--- src/rtl/door_seq_pkg.sv ---
package door_seq_pkg;

    typedef enum logic [1:0] {
        ST_IDLE    = 2'd0,
        ST_OPENING = 2'd1,
        ST_CHIME   = 2'd2,
        ST_CLOSING = 2'd3
    } door_state_e;

    typedef struct packed {
        door_state_e state;
    } door_regs_t;

endpackage

--- src/rtl/chime_timer.sv ---
module chime_timer #(
    parameter int DELAY_TICKS = 1000
) (
    input  logic clk,
    input  logic rst_n,
    input  logic run_i,
    input  logic restart_i,
    input  logic tick_i,
    output logic done_o
);
    localparam int CNT_W = (DELAY_TICKS > 1) ? $clog2(DELAY_TICKS) : 1;
    localparam logic [CNT_W-1:0] LAST = CNT_W'(DELAY_TICKS - 1);

    logic [CNT_W-1:0] cnt_d, cnt_q;

    always_comb begin
        cnt_d  = cnt_q;
        done_o = 1'b0;
        if (!run_i || restart_i) begin
            cnt_d = '0;
        end else if (tick_i) begin
            if (cnt_q == LAST) begin
                cnt_d  = '0;
                done_o = 1'b1;
            end else begin
                cnt_d = cnt_q + 1'b1;
            end
        end
    end

    always_ff @(posedge clk or negedge rst_n) begin
        if (!rst_n) cnt_q <= '0;
        else        cnt_q <= cnt_d;
    end
endmodule

--- src/rtl/cmd_decode.sv ---
module cmd_decode
    import door_seq_pkg::*;
(
    input  door_state_e state_i,
    output logic        enable_o,
    output logic        dir_o,
    output logic        fast_o,
    output logic        chime_o
);
    always_comb begin
        enable_o = 1'b0;
        dir_o    = 1'b0;
        fast_o   = 1'b0;
        chime_o  = 1'b0;
        unique case (state_i)
            ST_OPENING: begin
                enable_o = 1'b1;
                dir_o    = 1'b1;
                fast_o   = 1'b1;
            end
            ST_CLOSING: begin
                enable_o = 1'b1;
                dir_o    = 1'b1;
            end
            ST_CHIME: chime_o = 1'b1;
            default: ;
        endcase
    end
endmodule

--- src/rtl/door_panel_seq.sv ---
module door_panel_seq
    import door_seq_pkg::*;
#(
    parameter int DELAY_TICKS = 1000
) (
    input  logic clk,
    input  logic rst_n,
    input  logic req_open,
    input  logic req_close,
    input  logic tick_ms,
    input  logic sns_closed,
    input  logic sns_open,
    input  logic sns_near_closed,
    input  logic sns_near_open,
    input  logic sns_locked,
    output logic pnl_enable,
    output logic pnl_dir,
    output logic pnl_fast,
    output logic chime,
    output logic open_done
);
    door_regs_t r_d, r_q;
    logic       in_chime;
    logic       chime_done;
    logic       open_only;
    logic       unused_sns;

    assign unused_sns = sns_closed ^ sns_near_closed ^ sns_near_open;
    assign in_chime   = (r_q.state == ST_CHIME);
    assign open_only  = req_open && !req_close;

    chime_timer #(.DELAY_TICKS(DELAY_TICKS)) u_timer (
        .clk      (clk),
        .rst_n    (rst_n),
        .run_i    (in_chime),
        .restart_i(req_close),
        .tick_i   (tick_ms),
        .done_o   (chime_done)
    );

    always_comb begin
        r_d = r_q;
        unique case (r_q.state)
            ST_IDLE: begin
                if (req_close) begin
                    if (!sns_locked) r_d.state = ST_CHIME;
                end else if (req_open && !sns_open) begin
                    r_d.state = ST_OPENING;
                end
            end
            ST_OPENING: begin
                if (req_close)     r_d.state = ST_CHIME;
                else if (sns_open) r_d.state = ST_IDLE;
            end
            ST_CHIME: begin
                if (open_only)       r_d.state = ST_OPENING;
                else if (chime_done) r_d.state = ST_CLOSING;
            end
            ST_CLOSING: begin
                if (open_only)       r_d.state = ST_OPENING;
                else if (sns_locked) r_d.state = ST_IDLE;
            end
            default: r_d.state = ST_IDLE;
        endcase
    end

    always_ff @(posedge clk or negedge rst_n) begin
        if (!rst_n) r_q <= '{state: ST_IDLE};
        else        r_q <= r_d;
    end

    cmd_decode u_dec (
        .state_i (r_q.state),
        .enable_o(pnl_enable),
        .dir_o   (pnl_dir),
        .fast_o  (pnl_fast),
        .chime_o (chime)
    );

    assign open_done = sns_open;
endmodule

--- config.mk ---
export PLATFORM = sky130hd
export DESIGN_NAME = door_panel_seq
export DESIGN_NICKNAME = d
export VERILOG_FILES = /design/src/rtl/door_seq_pkg.sv /design/src/rtl/chime_timer.sv /design/src/rtl/cmd_decode.sv /design/src/rtl/door_panel_seq.sv
export SDC_FILE = /design/constraint.sdc
export NUM_CORES = 1
export LEC_CHECK = 0
export ABC_CLOCK_PERIOD_IN_PS = 2700
export CAP_MARGIN = 20
export CELL_PAD_IN_SITES_DETAIL_PLACEMENT = 1
export CELL_PAD_IN_SITES_GLOBAL_PLACEMENT = 1
export CORE_MARGIN = 5
export CORE_UTILIZATION = 49
export DETAILED_ROUTE_END_ITERATION = 12
export DONT_BUFFER_PORTS = 1
export GPL_TIMING_DRIVEN = 0
export HOLD_SLACK_MARGIN = 0.05
export PLACE_DENSITY_LB_ADDON = 0.1
export SETUP_SLACK_MARGIN = 0.2
export SLEW_MARGIN = 30
export SYNTH_ARGS = -nofsm -noshare
export SYNTH_HDL_FRONTEND = slang
export SYNTH_HIERARCHICAL = 1
export SYNTH_SLANG_ARGS = --single-unit
--- constraint.sdc ---
create_clock -name clk -period 2.7 [get_ports clk]
set_input_delay 0.405 -clock clk [delete_from_list [all_inputs] [get_ports clk]]
set_output_delay 0.405 -clock clk [all_outputs]
set_load 0.01 [all_outputs]
==> impl_metrics.csv, run 1 <==
group,metric,value,unit
run_status,status,"completed",
sta,drv_slew,0,
sta,setup_tns,0,ps
drt,antenna_left,0,
synth,netlist_area,767,µm²
synth,ys_warn_count,6,
min_path,hold_start,"tick_ms",
worst_setup_path,cp_cell_sequence,"ha_1, nand2_1, nor4_4, and4b_1, nor3b_2, a211oi_1, mux2_1",
worst_setup_path,crit_path_end_kind,"register",
floorplan,die_y,49.6,µm
floorplan,die_area,0.00246,mm²
synth,ys_seq_elements,12,
synth,yosysTopAreaCellShare,39.2,%
place,dp_cells,95,
worst_setup_path,crit_required,2870,ps
synth,syn_avg_cell_area,9.71,µm²
layout,drive_above_1_share,19.0,%
floorplan,start_util,51.5,%
worst_setup_path,critPathMaxStageDelay,400,ps
worst_setup_path,criticalPathCategory,"reg -> reg",
sta,setup_violations,0,
synth,synthFlopType,"dfrtp_1",
drt,drc,0,
drt,vias,574,
worst_setup_path,critPathMaxFanout,4,
drt,dr.pass1.iters,4,
synth,synth_seq_area_share,39.2,%
synth,synth_edf_count,0,
floorplan,rows,14,
synth,async_flop_share,100,%
layout,fin_cells,100,
drt,top_layer,"met3",
power,leakage,0.320,nW
job,max-cap-violations,0,
worst_setup_path,worstSetupStartpoint,"u_timer/cnt_q[0]$_DFFE_PN0P_",
worst_setup_path,crit_arrival,2240,ps
floorplan,fp.coreArea,0.00149,mm²
grt,grt_start_max_net_pins,13,
sta,setup_ws,631,ps
worst_setup_path,crit_slowest_cell,"dfrtp_1",
place,gp_congestion,0.669,
floorplan,die_w,49.6,µm
drt,wl_met3,65,µm
place,port_buffers,0,
clock_network,ctsResizeCount,0,
sta,slew_headroom,62.0,%
drt,drt_iter0_markers,4,
sta,hold_violations,0,
clock_network,ctsHoldBuffers,1,
drt,wl_per_cell,16.9,µm
min_path,hold_path_class,"in -> reg",
drt,drt-total-wl,1690,µm
grt,grtUsageTotal,15.9,%
clock_network,cts_buffer_depth,2,
synth,yosys.area.top_type,"dfrtp_1",
synth,yosysMostFrequentCell,"dfrtp_1",
layout,diodes,0,
clock_network,numClockSinks,12,
clock_network,htreeDepth,1,
synth,syn-num-nets,90,
synth,synth_cell_types,32,
drt,met2_length,845,µm
clock_network,clk_pin_slew,90,ps
layout,n_fill_cell,170,
clock_network,tritoncts,"built",
synth,yosys-top-cells-count,"dfrtp_1 (12), nor2_1 (10), xnor2_1 (7)",
floorplan,io_pins,15,
synth,synth_area_leaders,"dfrtp_1 (39%), xnor2_1 (8.0%), nor2_1 (4.9%)",
layout,finalNetCount,96,
clock_network,root_buffer,"clkbuf_4",
clock_network,post_cts_buffers,0,
grt,grt_first_pass_wirelength,2990,µm
worst_setup_path,r2r_start,"u_timer/cnt_q[0]$_DFFE_PN0P_",
place,dpl.hpwl,1190,µm
clock_network,clock_latency,280,ps
grt,antenna_found_initial,0,
sta,rsz0062_at_grt,"false",
sta,fin_crit_sh,76.6,%
sta,min_period,2070,ps
drt,viasPerCell,5.74,
power,power-per-cell-area,681,mW/mm²
sta,worstMarginPinSlew,568,ps
sta,max_freq,483,MHz
drt,wirelength_met1,774,µm
sta,finalClockSkew,8.13,ps
synth,netlist_instances,79,
clock_network,cts_buffers,3,
power,ir_drop,0.369,mV
layout,area_growth,8.65,%
place,dp_slack,637,ps
grt,grt.overflow.total,0,
worst_setup_path,critPathLaunchType,"register",
grt,grt_pass1_vias,643,
[flip-flops by register name (all words and copies together) (netlist names)]
register	cells
r_q	2
u_timer/cnt_q	10
[final timing paths]
kind / end / slack, ps / depth (start not counted)
worst max-delay path: r_q[1]$_DFFE_PN0P_ / 630 / 7
worst min-delay path: u_timer/cnt_q[1]$_DFFE_PN0P_ / 290 / 2
worst max register to register: r_q[1]$_DFFE_PN0P_ / 630 / 7
worst min register to register: u_timer/cnt_q[9]$_DFFE_PN0P_ / 550 / 2
max in group asynchronous: u_timer/cnt_q[5]$_DFFE_PN0P_ / 1770 / 1
min in group asynchronous: u_timer/cnt_q[1]$_DFFE_PN0P_ / 550 / 1
[worst max-delay path, delay by kind of cell (launching register included)]
family	cells	cell delay, ps
flip-flops	1	400
adder cells (fa/ha/maj)	1	190
AO/OA/AOI/OAI	1	260
multiplexers	1	350
AND/OR/NAND/NOR	4	760
[cell usage in the layout (no fill, tap or decap), drive strengths merged]
| cell | count |
|---|---|
| a211oi | 1 |
| nor2b | 5 |
| nand4 | 1 |
| or3b | 1 |
| inv | 3 |
| xor2 | 1 |
| and4b | 1 |
| a2111oi | 1 |
| a21oi | 4 |
| a21o | 1 |
| o21ai | 1 |
| buf | 2 |
| clkbuf | 5 |
| dfrtp | 12 |
| ha | 1 |
| a22o | 1 |
| xnor2 | 7 |
| nand2 | 5 |
| mux2 | 1 |
| nor3 | 1 |
| o32ai | 1 |
| nand3b | 1 |
| nor4 | 5 |
| nor3b | 3 |
| nand3 | 2 |
| nor2 | 10 |
| dlygate4sd3 | 1 |
| and2b | 1 |
| nand2b | 5 |
[routing by layer]
metal	up-vias	global-route usage, %
met5	-	0
met4	0	6.55
met3	0	3.01
met2	12	25.2
met1	281	20.9
li1	281	-
[power breakdown]
part,total [mW],switching (mW),internal (mW)
clock network,0.147,0.0647,0.0820
registers,0.242,0.0440,0.198
logic,0.179,0.0931,0.0855
[logic make-up (layout without fill, tap and decap cells)]
logic type / after synthesis / count (layout) / share of synthesized area [%]
flip-flops: 12 / 12 / 39.2
adder cells (fa/ha/maj): 1 / 1 / 1.63
AO/OA/AOI/OAI: 10 / 10 / 9.62
XOR/XNOR: 8 / 8 / 9.14
multiplexers: 1 / 1 / 1.47
buffers and inverters: 6 / 11 / 3.91
AND/OR/NAND/NOR: 41 / 41 / 35.1
[metrics by stage]
stage / power, mW / area [µm²] / hold slack, ps / utilization (%)
final: 0.567 / 833 / 285 / 56.0
after global routing: 0.611 / 833 / 262 / 56.0
after CTS: 0.578 / 833 / 277 / 56.0
after detailed placement: 0.421 / 787 / 110 / 52.9
after global placement: 0.413 / 787 / 110 / 52.9
after floorplan: 0.383 / 767 / 109 / -
[area by class of cell]
cell class	count	area (µm²)	share of cell area (%)
flip-flops and latches	12	300	36.0
well taps	16	20.0	2.40
repair buffers	1	10.0	1.20
multi-input cells	61	437	52.4
clock buffers	4	36.3	4.35
plain buffers	3	18.8	2.25
inverters	3	11.3	1.35
No activity file was read; power rests on OpenSTA's default activity.
==> inputs of run 2 (changes only) <==
--- a/config.mk
+++ b/config.mk
@@ -5,12 +5,12 @@
 export SDC_FILE = /design/constraint.sdc
 export NUM_CORES = 1
 export LEC_CHECK = 0
-export ABC_CLOCK_PERIOD_IN_PS = 2700
+export ABC_CLOCK_PERIOD_IN_PS = 1700
 export CAP_MARGIN = 20
 export CELL_PAD_IN_SITES_DETAIL_PLACEMENT = 1
 export CELL_PAD_IN_SITES_GLOBAL_PLACEMENT = 1
 export CORE_MARGIN = 5
-export CORE_UTILIZATION = 49
+export CORE_UTILIZATION = 41
 export DETAILED_ROUTE_END_ITERATION = 12
 export DONT_BUFFER_PORTS = 1
 export GPL_TIMING_DRIVEN = 0
==> constraint.sdc (replaced) <==
create_clock -name clk -period 1.7 [get_ports clk]
set_input_delay 0.255 -clock clk [delete_from_list [all_inputs] [get_ports clk]]
set_output_delay 0.255 -clock clk [all_outputs]
set_load 0.01 [all_outputs]
==> run 2 against run 1 <==
Effect of this change: the flow now finishes with violations (negative setup slack); setup slack got worse by 750 ps; core utilization is 8.3 points higher; final area increased by 35%.
==> impl_metrics.csv, run 2 (synthesis gave the netlist of run 1 again) <==
group,metric,value,unit
layout,reg_top3,"u_timer/cnt_q (10), r_q (2)",
drt,dr.pass1.iters,4,
grt,grtUsageTotal,14.5,%
clock_network,clock_latency,270,ps
worst_setup_path,crit_arrival,1970,ps
place,port_buffers,0,
clock_network,cts_buffer_depth,2,
floorplan,io_pins,15,
clock_network,clk_pin_slew,70,ps
drt,drt-total-wl,2150,µm
floorplan,rows,15,
sta,whs,128,ps
floorplan,start_util,43.9,%
worst_setup_path,critPathLaunchType,"register",
sta,setup_ws,-121,ps
place,dpl.hpwl,1180,µm
clock_network,root_buffer,"clkbuf_4",
grt,grt_start_max_net_pins,13,
layout,largest_reg_flops,10,
job,max-cap-violations,0,
clock_network,cts_buffers,3,
power,power,1.11,mW
grt,grt.overflow.total,0,
power,leakage,0.460,nW
layout,fin_cells,126,
place,gp_congestion,0.716,
layout,largest-register,"u_timer/cnt_q",
layout,finalNetCount,113,
layout,diodes,0,
min_path,hold_path_class,"in -> reg",
layout,final_common_cell,"buf_4",
sta,min_period,1820,ps
sta,hold_violations,0,
grt,grt_first_pass_wirelength,2900,µm
layout,final_core_util,64.2,%
worst_setup_path,crit_path_end_kind,"register",
sta,worstMarginPinSlew,544,ps
power,power-per-cell-area,986,mW/mm²
sta,slew_headroom,63.6,%
clock_network,numClockSinks,12,
grt,antenna_found_initial,0,
sta,max_freq,549,MHz
worst_setup_path,critPathMaxFanout,2,
sta,finalClockSkew,3.50,ps
floorplan,die_area,0.00284,mm²
run_status,status,"complete, but fails checks",
floorplan,die_w,53.3,µm
place,dp_slack,-345,ps
run_status,violations,"negative setup slack",
power,ir_drop,0.892,mV
drt,drc,0,
clock_network,tritoncts,"built",
sta,fin_crit_sh,107,%
place,dp_cells,104,
grt,grt_pass1_vias,653,
clock_network,htreeDepth,1,
worst_setup_path,crit_required,1850,ps
drt,wl_per_cell,17.0,µm
sta,drv_slew,0,
worst_setup_path,criticalPathCategory,"reg -> reg",
floorplan,fp.coreArea,0.00175,mm²
floorplan,die_y,53.3,µm
drt,viasPerCell,5.18,
sta,rsz0062_at_grt,"true",
drt,antenna_left,0,
layout,drive_above_1_share,45.5,%
drt,drt_iter0_markers,9,
layout,final_cell_mix,"buf_4 (14), nor2_1 (10), dfrtp_1 (10)",
layout,area_growth,46.2,%
drt,vias,653,
sta,setup_violations,1,
run 2: where the power goes:
| part | switching, mW | internal (mW) |
|---|---|---|
| logic | 0.231 | 0.279 |
| clock network | 0.0932 | 0.130 |
| registers | 0.0513 | 0.320 |
run 2: layout make-up:
type	instances	area [µm²]
multi-input cells	61	562
flip-flops and latches	12	303
plain buffers	3	20.0
well taps	25	31.3
fillers	181	624
clock buffers	4	36.3
repair buffers	18	158
inverters	3	11.3
run 2: what timing repair did:
item	CTS	global route
hold endpoints to repair	12	0
buffers inserted	9	8
hold buffers	1	0
resized for setup	6	22
pin swaps	4	8
endpoints found under the setup margin	10	10
run 2: metrics by stage:
step                setup TNS, ps  instance area, µm²
detailed placement           -419                 801
global placement             -310                 801
global route                 -220                1120
floorplan                   -77.2                 769
CTS                         -77.7                 940
finish                       -121                1120
run 2: critical path: stages, from the launching register on:
cell      delay, ps
dfrtp_1         410
nand4_4         140
nor4_4          300
and4b_1         250
nor3b_2          70
a211oi_2        180
mux2_1          350
run 2: layer usage:
| layer | share of wire (%) | up-vias | track usage [%] |
|---|---|---|---|
| li1 | - | 316 | - |
| met1 | 43 | 329 | 19.0 |
| met2 | 53 | 8 | 22.4 |
| met3 | 3.7 | 0 | 5.92 |
| met4 | 0 | 0 | 2.55 |
| met5 | 0 | - | 0 |
run 2: worst paths after layout:
kind                                                    from                           end  slack (ps)  depth (start not counted)
worst min-delay path                                 tick_ms  u_timer/cnt_q[1]$_DFFE_PN0P_         130                          2
max in group asynchronous                              rst_n            r_q[0]$_DFFE_PN0P_         910                          1
worst max register to register  u_timer/cnt_q[7]$_DFFE_PN0P_            r_q[1]$_DFFE_PN0P_        -120                          6
worst min register to register  u_timer/cnt_q[9]$_DFFE_PN0P_  u_timer/cnt_q[9]$_DFFE_PN0P_         580                          2
worst max-delay path            u_timer/cnt_q[7]$_DFFE_PN0P_            r_q[1]$_DFFE_PN0P_        -120                          6
min in group asynchronous                              rst_n  u_timer/cnt_q[2]$_DFFE_PN0P_         400                          1
==> inputs of run 3 (changes only) <==
--- a/config.mk
+++ b/config.mk
@@ -17,7 +17,7 @@
 export HOLD_SLACK_MARGIN = 0.05
 export PLACE_DENSITY_LB_ADDON = 0.1
 export SETUP_SLACK_MARGIN = 0.2
-export SLEW_MARGIN = 30
+export SLEW_MARGIN = 15
 export SYNTH_ARGS = -nofsm -noshare
 export SYNTH_HDL_FRONTEND = slang
 export SYNTH_HIERARCHICAL = 1
==> constraint.sdc (replaced) <==
create_clock -name clk -period 1.7 [get_ports clk]
set_input_delay 0.255 -clock clk [delete_from_list [all_inputs] [get_ports clk]]
set_output_delay 0.255 -clock clk [all_outputs]
set_load 0.05 [all_outputs]
==> run 3 against run 2 <==
Effect of this change: the flow still finishes with violations (negative setup slack); flip-flop and latch count unchanged; non-clock buffer count down 2; clock power about the same; sequential power hardly changed; clock skew fell by 0.74 ps; cell count fell by 1.6%; core utilization shrank 0.22 points; power is 15% higher; critical path depth stayed put; largest cell class unchanged; highest routed layer is now met4.
==> impl_metrics.csv, run 3 (synthesis gave the netlist of run 1 again) <==
group,metric,value,unit
run_status,status,"complete, but fails checks",
run_status,violations,"negative setup slack",
place,dp_slack,-345,ps
place,dpl.hpwl,1180,µm
floorplan,io_pins,15,
min_path,hold_depth,2,
worst_setup_path,crit_arrival,1940,ps
grt,grt.overflow.total,0,
power,leakage,0.448,nW
sta,min_period,1790,ps
clock_network,cts_buffers,3,
power,ir_drop,0.804,mV
worst_setup_path,crit_required,1860,ps
layout,largest_reg_flops,10,
worst_setup_path,cp_cell_sequence,"nand4_4, nor4_4, and4b_1, nor3b_2, a211oi_2, mux2_1",
min_path,hold_path_class,"in -> reg",
clock_network,htreeDepth,1,
clock_network,cts_buffer_depth,2,
grt,grt_start_max_net_pins,13,
clock_network,tritoncts,"built",
floorplan,die_area,0.00284,mm²
floorplan,fp.coreArea,0.00175,mm²
worst_setup_path,critPathLaunchType,"register",
power,power,1.27,mW
sta,setup_violations,1,
floorplan,rows,15,
drt,viasPerCell,5.16,
sta,slew_headroom,62.8,%
sta,finalClockSkew,2.77,ps
grt,grt_pass1_vias,659,
sta,setup_ws,-87.2,ps
layout,final_common_cell,"buf_4",
drt,drt-total-wl,1870,µm
sta,drv_slew,0,
layout,largest-register,"u_timer/cnt_q",
floorplan,start_util,43.9,%
layout,diodes,0,
sta,whs,128,ps
worst_setup_path,crit_path_end_kind,"register",
worst_setup_path,crit_slowest_cell,"dfrtp_1",
drt,antenna_left,0,
clock_network,clk_pin_slew,70,ps
layout,drive_above_1_share,45.5,%
grt,grtUsageTotal,14.6,%
worst_setup_path,path_depth,6,
clock_network,numClockSinks,12,
sta,max_freq,560,MHz
worst_setup_path,criticalPathCategory,"reg -> reg",
drt,vias,640,
power,power-per-cell-area,1130,mW/mm²
place,gp_congestion,0.716,
drt,drt_iter0_markers,4,
sta,hold_violations,0,
job,max-cap-violations,0,
drt,wl_per_cell,15.1,µm
sta,rsz0062_at_grt,"true",
worst_setup_path,path_buf_inv,0,
sta,fin_crit_sh,105,%
worst_setup_path,critical-path-top-delay-family,"simple AND/OR/NAND/NOR gates",
sta,worstMarginPinSlew,556,ps
clock_network,root_buffer,"clkbuf_4",
layout,area_growth,45.7,%
grt,antenna_found_initial,0,
place,port_buffers,0,
layout,final_cell_mix,"buf_4 (13), nor2_1 (10), dfrtp_1 (10)",
worst_setup_path,critPathMaxFanout,2,
floorplan,die_y,53.3,µm
worst_setup_path,critPathMaxStageDelay,410,ps
grt,grt_first_pass_wirelength,2930,µm
drt,drc,0,
layout,final_core_util,64.0,%
floorplan,die_w,53.3,µm
layout,reg_top3,"u_timer/cnt_q (10), r_q (2)",
layout,finalNetCount,111,
drt,dr.pass1.iters,4,
worst_setup_path,r2r_cells,6,
sta,setup_tns,-87.2,ps
clock_network,clock_latency,270,ps
## run 3: layer usage
metal	up-vias	GRT usage [%]	part of all wire, %
li1	314	-	-
met3	5	5.92	3.8
met5	-	0	0
met4	0	2.55	1.4
met2	8	23.1	49
met1	313	18.6	45
## run 3: final cells by class
class	count	area (µm²)
buffer	3	32.5
timing repair buffer	16	143
fill	186	628
inverter	3	11.3
sequential	12	303
multi-input combinational	61	561
tap	25	31.3
clock buffer	4	36.3
## run 3: worst paths after layout
| check | startpoint | endpoint | slack [ps] |
|---|---|---|---|
| max in group asynchronous | rst_n | r_q[0]$_DFFE_PN0P_ | 900 |
| max reg2reg | u_timer/cnt_q[8]$_DFFE_PN0P_ | r_q[1]$_DFFE_PN0P_ | -90 |
| min in group asynchronous | rst_n | u_timer/cnt_q[7]$_DFFE_PN0P_ | 410 |
| min | tick_ms | u_timer/cnt_q[1]$_DFFE_PN0P_ | 130 |
| min reg2reg | u_timer/cnt_q[9]$_DFFE_PN0P_ | u_timer/cnt_q[9]$_DFFE_PN0P_ | 550 |
| max | u_timer/cnt_q[8]$_DFFE_PN0P_ | r_q[1]$_DFFE_PN0P_ | -90 |
## run 3: metrics by stage
stage	cells	instance area [µm²]
2_1_floorplan	79	769
3_3_place_gp	104	801
3_5_place_dp	104	801
4_1_cts	118	960
5_1_grt	124	1120
6_report	124	1120
## run 3: report_power, final
group          switching, mW  leakage (nW)  internal, mW  total (mW)
Sequential            0.0541         0.161         0.320       0.375
Combinational          0.369         0.266         0.301       0.670
Clock                 0.0912        0.0210         0.130       0.222
## run 3: timing repair
| action | 4_1_cts | 5_1_grt |
|---|---|---|
| setup buffers | 9 | 6 |
| endpoints found under the setup margin | 13 | 11 |
| hold buffers | 1 | 0 |
| endpoints found under the hold margin | 12 | 0 |
| resized for setup | 12 | 18 |
| pin swaps | 4 | 5 |
## run 3: worst reg2reg max path, cell delays in order (launching register included)
cell and delay (ps):
dfrtp_1 410, nand4_4 140, nor4_4 300, and4b_1 240, nor3b_2 60, a211oi_2 180, mux2_1 340
